<file path="src/rtl/tlb_pkg.sv">
package tlb_pkg;
  localparam int PAGE_OFS_W = 12;

  typedef enum logic [1:0] {
    XLAT_OK    = 2'd0,
    XLAT_MISS  = 2'd1,
    XLAT_WPROT = 2'd2
  } xlat_res_e;
endpackage

</file>
<file path="src/rtl/tlb_way_match.sv">
module tlb_way_match #(
  parameter int WAYS  = 4,
  parameter int TAG_W = 16,
  parameter int PPN_W = 18,
  localparam int WAY_W = $clog2(WAYS)
) (
  input  logic [TAG_W-1:0]            tag_i,
  input  logic [WAYS-1:0]             val_i,
  input  logic [WAYS-1:0][TAG_W-1:0]  tags_i,
  input  logic [WAYS-1:0][PPN_W-1:0]  ppns_i,
  input  logic [WAYS-1:0]             woks_i,
  output logic                        hit_o,
  output logic [WAY_W-1:0]            way_o,
  output logic [PPN_W-1:0]            ppn_o,
  output logic                        wok_o
);
  logic [WAYS-1:0] hit_vec;

  for (genvar w = 0; w < WAYS; w++) begin : g_cmp
    assign hit_vec[w] = val_i[w] && (tags_i[w] == tag_i);
  end

  always_comb begin
    hit_o = |hit_vec;
    way_o = '0;
    ppn_o = '0;
    wok_o = 1'b0;
    for (int w = 0; w < WAYS; w++) begin
      if (hit_vec[w]) begin
        way_o = WAY_W'(w);
        ppn_o = ppns_i[w];
        wok_o = woks_i[w];
      end
    end
  end
endmodule

</file>
<file path="src/rtl/tlb_lru.sv">
module tlb_lru #(
  parameter int SETS = 16,
  parameter int WAYS = 4,
  localparam int IDX_W = $clog2(SETS),
  localparam int WAY_W = $clog2(WAYS)
) (
  input  logic             clk_i,
  input  logic             rst_ni,
  input  logic             lk_touch_i,
  input  logic [IDX_W-1:0] lk_set_i,
  input  logic [WAY_W-1:0] lk_way_i,
  input  logic             fl_touch_i,
  input  logic [IDX_W-1:0] fl_set_i,
  input  logic [WAY_W-1:0] fl_way_i,
  output logic [WAY_W-1:0] victim_o
);
  // rank 0 = most recent, WAYS-1 = least recent
  typedef logic [WAYS-1:0][WAY_W-1:0] rank_t;

  rank_t rank_q [SETS];
  rank_t rank_d [SETS];
  rank_t fl_base;

  function automatic rank_t touch(rank_t r, logic [WAY_W-1:0] w);
    rank_t n = r;
    for (int i = 0; i < WAYS; i++)
      if (r[i] < r[w]) n[i] = r[i] + WAY_W'(1);
    n[w] = '0;
    return n;
  endfunction

  // victim sees the lookup touch of the same cycle
  always_comb begin
    fl_base = rank_q[fl_set_i];
    if (lk_touch_i && lk_set_i == fl_set_i) fl_base = touch(fl_base, lk_way_i);
    victim_o = '0;
    for (int w = 0; w < WAYS; w++)
      if (fl_base[w] == WAY_W'(WAYS - 1)) victim_o = WAY_W'(w);
  end

  always_comb begin
    for (int s = 0; s < SETS; s++) begin
      rank_d[s] = rank_q[s];
      if (lk_touch_i && lk_set_i == IDX_W'(s)) rank_d[s] = touch(rank_d[s], lk_way_i);
      if (fl_touch_i && fl_set_i == IDX_W'(s)) rank_d[s] = touch(rank_d[s], fl_way_i);
    end
  end

  always_ff @(posedge clk_i or negedge rst_ni) begin
    if (!rst_ni) begin
      for (int s = 0; s < SETS; s++)
        for (int w = 0; w < WAYS; w++)
          rank_q[s][w] <= WAY_W'(w);
    end else begin
      for (int s = 0; s < SETS; s++) rank_q[s] <= rank_d[s];
    end
  end
endmodule

</file>
<file path="src/rtl/page_xlat_tlb.sv">
module page_xlat_tlb
  import tlb_pkg::*;
#(
  parameter int VA_W    = 32,
  parameter int PA_W    = 30,
  parameter int ENTRIES = 64,
  parameter int WAYS    = 4
) (
  input  logic                       clk_i,
  input  logic                       rst_ni,
  input  logic                       req_valid_i,
  input  logic                       req_write_i,
  input  logic [VA_W-1:0]            req_vaddr_i,
  input  logic                       fill_valid_i,
  input  logic [VA_W-PAGE_OFS_W-1:0] fill_vpn_i,
  input  logic [PA_W-PAGE_OFS_W-1:0] fill_ppn_i,
  input  logic                       fill_wr_ok_i,
  input  logic                       flush_i,
  output logic                       rsp_valid_o,
  output logic                       rsp_miss_o,
  output logic                       rsp_wprot_o,
  output logic [PA_W-1:0]            rsp_paddr_o
);
  localparam int OFS_W = PAGE_OFS_W;
  localparam int SETS  = ENTRIES / WAYS;
  localparam int IDX_W = $clog2(SETS);
  localparam int WAY_W = $clog2(WAYS);
  localparam int VPN_W = VA_W - OFS_W;
  localparam int PPN_W = PA_W - OFS_W;
  localparam int TAG_W = VPN_W - IDX_W;

  logic [WAYS-1:0]             val_q [SETS];
  logic [WAYS-1:0][TAG_W-1:0]  tag_q [SETS];
  logic [WAYS-1:0][PPN_W-1:0]  ppn_q [SETS];
  logic [WAYS-1:0]             wok_q [SETS];

  // lookup side
  logic [IDX_W-1:0] lk_set;
  logic [TAG_W-1:0] lk_tag;
  logic             lk_hit, lk_wok;
  logic [WAY_W-1:0] lk_way;
  logic [PPN_W-1:0] lk_ppn;
  xlat_res_e        lk_res;

  assign lk_set = req_vaddr_i[OFS_W +: IDX_W];
  assign lk_tag = req_vaddr_i[VA_W-1 -: TAG_W];

  tlb_way_match #(.WAYS(WAYS), .TAG_W(TAG_W), .PPN_W(PPN_W)) u_lk_match (
    .tag_i (lk_tag),
    .val_i (val_q[lk_set]),
    .tags_i(tag_q[lk_set]),
    .ppns_i(ppn_q[lk_set]),
    .woks_i(wok_q[lk_set]),
    .hit_o (lk_hit),
    .way_o (lk_way),
    .ppn_o (lk_ppn),
    .wok_o (lk_wok)
  );

  always_comb begin
    if (!lk_hit)                      lk_res = XLAT_MISS;
    else if (req_write_i && !lk_wok)  lk_res = XLAT_WPROT;
    else                              lk_res = XLAT_OK;
  end

  // fill side
  logic [IDX_W-1:0] fl_set;
  logic [TAG_W-1:0] fl_tag;
  logic             fl_hit, fl_hit_wok, fl_has_inv, fl_en;
  logic [WAY_W-1:0] fl_hit_way, fl_inv_way, fl_way, lru_victim;
  logic [PPN_W-1:0] fl_hit_ppn;

  assign fl_set = fill_vpn_i[IDX_W-1:0];
  assign fl_tag = fill_vpn_i[VPN_W-1:IDX_W];
  assign fl_en  = fill_valid_i && !flush_i;

  tlb_way_match #(.WAYS(WAYS), .TAG_W(TAG_W), .PPN_W(PPN_W)) u_fl_match (
    .tag_i (fl_tag),
    .val_i (val_q[fl_set]),
    .tags_i(tag_q[fl_set]),
    .ppns_i(ppn_q[fl_set]),
    .woks_i(wok_q[fl_set]),
    .hit_o (fl_hit),
    .way_o (fl_hit_way),
    .ppn_o (fl_hit_ppn),
    .wok_o (fl_hit_wok)
  );

  // lowest free way wins
  always_comb begin
    fl_has_inv = 1'b0;
    fl_inv_way = '0;
    for (int w = WAYS - 1; w >= 0; w--) begin
      if (!val_q[fl_set][w]) begin
        fl_has_inv = 1'b1;
        fl_inv_way = WAY_W'(w);
      end
    end
  end

  assign fl_way = fl_hit ? fl_hit_way : (fl_has_inv ? fl_inv_way : lru_victim);

  tlb_lru #(.SETS(SETS), .WAYS(WAYS)) u_lru (
    .clk_i     (clk_i),
    .rst_ni    (rst_ni),
    .lk_touch_i(req_valid_i && lk_hit),
    .lk_set_i  (lk_set),
    .lk_way_i  (lk_way),
    .fl_touch_i(fl_en),
    .fl_set_i  (fl_set),
    .fl_way_i  (fl_way),
    .victim_o  (lru_victim)
  );

  always_ff @(posedge clk_i or negedge rst_ni) begin
    if (!rst_ni) begin
      for (int s = 0; s < SETS; s++) begin
        val_q[s] <= '0;
        tag_q[s] <= '0;
        ppn_q[s] <= '0;
        wok_q[s] <= '0;
      end
    end else if (flush_i) begin
      for (int s = 0; s < SETS; s++) val_q[s] <= '0;
    end else if (fl_en) begin
      val_q[fl_set][fl_way] <= 1'b1;
      tag_q[fl_set][fl_way] <= fl_tag;
      ppn_q[fl_set][fl_way] <= fill_ppn_i;
      wok_q[fl_set][fl_way] <= fill_wr_ok_i;
    end
  end

  always_ff @(posedge clk_i or negedge rst_ni) begin
    if (!rst_ni) begin
      rsp_valid_o <= 1'b0;
      rsp_miss_o  <= 1'b0;
      rsp_wprot_o <= 1'b0;
      rsp_paddr_o <= '0;
    end else begin
      rsp_valid_o <= req_valid_i;
      rsp_miss_o  <= req_valid_i && (lk_res == XLAT_MISS);
      rsp_wprot_o <= req_valid_i && (lk_res == XLAT_WPROT);
      rsp_paddr_o <= (req_valid_i && lk_res == XLAT_OK) ?
                     {lk_ppn, req_vaddr_i[OFS_W-1:0]} : '0;
    end
  end
endmodule

</file>
<file path="config.mk">
export PLATFORM = sky130hd
export DESIGN_NAME = page_xlat_tlb
export DESIGN_NICKNAME = d
export VERILOG_FILES = /design/src/rtl/tlb_pkg.sv /design/src/rtl/tlb_way_match.sv /design/src/rtl/tlb_lru.sv /design/src/rtl/page_xlat_tlb.sv
export SDC_FILE = /design/constraint.sdc
export NUM_CORES = 2
export LEC_CHECK = 0
export BUFFER_PORTS_ARGS = -buffer_cell sky130_fd_sc_hd__buf_2
export CAP_MARGIN = 0
export CORE_AREA = 2 2 438 614
export DETAILED_ROUTE_END_ITERATION = 10
export DIE_AREA = 0 0 440 616
export PLACE_DENSITY = 0.68
export SLEW_MARGIN = 20
export SYNTH_ARGS = -nofsm -noshare
export SYNTH_HDL_FRONTEND = slang
export SYNTH_SLANG_ARGS = --single-unit
</file>
<file path="constraint.sdc">
create_clock -name clk_i -period 11.8 [get_ports clk_i]
set_input_delay 1.18 -clock clk_i [delete_from_list [all_inputs] [get_ports clk_i]]
set_output_delay 1.18 -clock clk_i [all_outputs]
set_load 0.02 [all_outputs]
</file>
==> flow_metrics.env <==
export IMPL_synth_seq_cells=2465
export IMPL_synthToLayoutAreaGrowth_pct=8.93
export IMPL_report_final_hold_viol_count=0
export IMPL_cts_post_setup_buffers_inserted=0
export IMPL_row_count=224
export IMPL_worst_skew_ns=0.0831
export IMPL_synthesis_instances=9536
export IMPL_gp_congestion=0.967
export IMPL_layout_drive_gt1_share_pct=44.7
export IMPL_detailed_place_hpwl_um=279000
export IMPL_maximum_number_of_pins_on_one_net_before_global_route_repair=190
export IMPL_yosysTopAreaCellShare_pct=45.4
export IMPL_worst_slew_pin_slew_ns=1.25
export IMPL_drc=0
export IMPL_io_pins=110
export IMPL_fmax_mhz=107
export IMPL_post_route_min_period_ns=9.34
export IMPL_final_common_cell="dfrtp_1"
export IMPL_vertical_die_dimension_um=616
export IMPL_async_reset_ff_share_pct=100
export IMPL_ys_types=118
export IMPL_portbufs=109
export IMPL_final_period_utilization_pct=79.1
export IMPL_netlist_top_cell_by_area="dfrtp_1"
export IMPL_worstSkewPairLatency_ns=0.96
export IMPL_synth_top_flop_cell="dfrtp_1"
export IMPL_syn_cell_area_um2=132000
export IMPL_crit_chain="buf_8, buf_12, buf_4, mux4_2, mux2i_1, a21oi_1, xnor2_1, and4_1, o21ai_4, buf_4, or2_1, buf_4, a211oi_1, a21oi_1, ha_1, or3_1, a2111oi_2, nor2b_1, a31oi_2, nor2_1, mux2_2, or3b_1, a21boi_1, o22a_1"
export IMPL_seq_total_area_yosys_pct=46.6
export IMPL_timing_final_setup_violations=0
export IMPL_cts_repair_resize_count=0
export IMPL_clk_pin_slew_worst_paths_ns=0.06
export IMPL_syn_num_nets=9680
export IMPL_power_per_cell_area_nw_per_um2=136
export IMPL_critical_path_most_common_cell="buf_4"
export IMPL_cts_buffers_inserted=248
export IMPL_timing_worst_setup_path_type="input pin to flip-flop"
export IMPL_critPathMaxStageDelay_ns=0.95
export IMPL_final_cell_mix="dfrtp_1, mux2_2, mux4_2"
export IMPL_grtUsageTotal_pct=32.5
export IMPL_num_nets_final=9418
export IMPL_run_status="finished, final reports clean"
export IMPL_critical_path_required_ns=12.61
export IMPL_synth_enable_flop_cells=0
export IMPL_die_w_um=440
export IMPL_ant_nets=0
export IMPL_first_global_vias=92400
export IMPL_globalRouteOverflowTotal=0
export IMPL_grt_first_pass_wirelength_um=645000
export IMPL_peakVddDrop_v=0.000127
export IMPL_num_vias=88300
export IMPL_via_per_inst=6.80
export IMPL_cts_hold_buffers_added=0
export IMPL_critPathBufInv=5
export IMPL_synthTopCellsByArea="dfrtp_1, mux2_2, mux4_2"
export IMPL_yosys_warnings=0
export IMPL_avg_synthesized_cell_area_um2=13.9
export IMPL_final_max_slew_violation_count=0
export IMPL_cts_num_sinks=2465
export IMPL_rsz0062_at_grt="false"
export IMPL_nFillCells=21300
export IMPL_worst_path_max_fanout=86
export IMPL_cts_tree="built"
export IMPL_drt_wirelength_per_cell_um=34.0
export IMPL_max_slew_margin_rel_pct=16.3
export IMPL_drt_wl_total_um=441000
export IMPL_initial_utilization_pct=49.9
export IMPL_finalHoldWorstSlack_ns=0.311
export IMPL_cell_family_with_the_largest_share_of_critical_path_delay="simple AND/OR/NAND/NOR gates"
export IMPL_clock_root_buffer="clkbuf_16"
export IMPL_worstReg2RegStart="tag_q[423]"
export IMPL_area_of_the_die_um2=271000
export IMPL_arrival_ns=10.15
export IMPL_detailedRoute_firstPassIterationCount=8
export IMPL_antenna_found_initial=26
export IMPL_critical_path_slowest_cell="or2_1"
export IMPL_max_cap_violations=0
export IMPL_ctsHtreeMaxLevel=4
export IMPL_coreArea_um2=265000
export IMPL_critPathLaunchType="input pin"
export IMPL_ctsLongestPathBuffers=4
export IMPL_leakagePower_nw=65.7
export IMPL_timing_setup_tns_ns=0
export IMPL_critical_path_startpoint="req_vaddr_i[13]"
export IMPL_hp_class="input pin to async pin"
export IMPL_detailedRoute_firstIterationViolations=8228
export IMPL_cp_end_kind="flip-flop"
## state kept, by name, summed over array words and instances (netlist names)
signal,count
wok_q,64
val_q,64
u_lru.rank_q,128
rsp_miss_o,1
tag_q,1024
rsp_paddr_o,30
ppn_q,1152
rsp_wprot_o,1
rsp_valid_o,1
## cell usage after synthesis, drive strengths merged, types with 30 or more instances
master,number
a22oi,60
o22ai,37
nor4,48
dfstp,64
xnor2,120
clkbuf,432
a21boi,30
nand3,87
nand2b,32
nand2,353
nand4,31
nor3,96
a21oi,273
mux2i,277
dfrtp,2401
nor2,358
a221oi,31
or3,43
a211oi,79
o21a,38
and3,50
ha,67
inv,92
buf,454
nor2b,34
mux2,2305
mux4,967
a31oi,67
a21o,67
o21ai,204
## worst paths after layout
kind	slack, ns	end	depth (start not counted)
setup / recovery	2.46	u_lru.rank_q[60]	24
hold / removal	0.31	tag_q[260]	1
setup reg to reg	3.62	u_lru.rank_q[60]	22
hold reg to reg	0.48	ppn_q[105]	1
max in group asynchronous	9.00	ppn_q[934]	3
min in group clk_i	0.45	rsp_paddr_o[8]	2
## cell type report
cell class | instances | area [um2] | area share [%]
clock buffer | 352 | 7170 | 4.97
sequential | 2465 | 61800 | 42.8
timing repair buffer | 374 | 3130 | 2.17
antenna | 13 | 32.5 | 0.0225
tap | 3503 | 4380 | 3.04
clock inverter | 95 | 1080 | 0.747
inverter | 99 | 379 | 0.263
multi-input combinational | 6086 | 66300 | 46.0
## logic make-up (layout without fill, tap and decap cells)
family	after synthesis	count (layout)	share of synthesized area (%)
compound gates	1107	1107	5.65
xor+xnor	138	138	0.913
fa+ha+maj	67	67	0.633
buf+inv	985	920	3.47
flops	2465	2465	46.6
mux	3549	3549	38.1
other cells	0	13	0
simple gates	1225	1225	4.57
## per-layer routing
layer | wire length (um) | global-route usage [%] | vias to the layer above | share of wire [%]
li1 | - | - | 35700 | -
met4 | 37800 | 23.1 | 18 | 8.6
met1 | 159000 | 38.8 | 47100 | 36
met3 | 31200 | 5.80 | 1445 | 7.1
met2 | 213000 | 52.9 | 4048 | 48
met5 | 124 | 0 | - | 0.028
## report_power, final
group / total [mW] / switching (mW) / internal [mW]
Sequential: 9.26 / 0.324 / 8.94
Combinational: 2.25 / 1.23 / 1.02
Clock: 8.09 / 3.48 / 4.61
## metrics by stage
step	total power, mW	instance area, um2	std cells	util, %	setup WS [ns]
finish	19.6	144000	13000	54.4	2.46
global route	20.3	144000	13000	54.4	2.26
CTS	19.7	144000	13000	54.3	2.68
detailed placement	11.6	136000	12500	51.2	1.72
global placement	11.5	136000	12500	51.2	1.36
floorplan	10.8	132000	9536	-	4.20
Power figures use the tool's default switching activity.
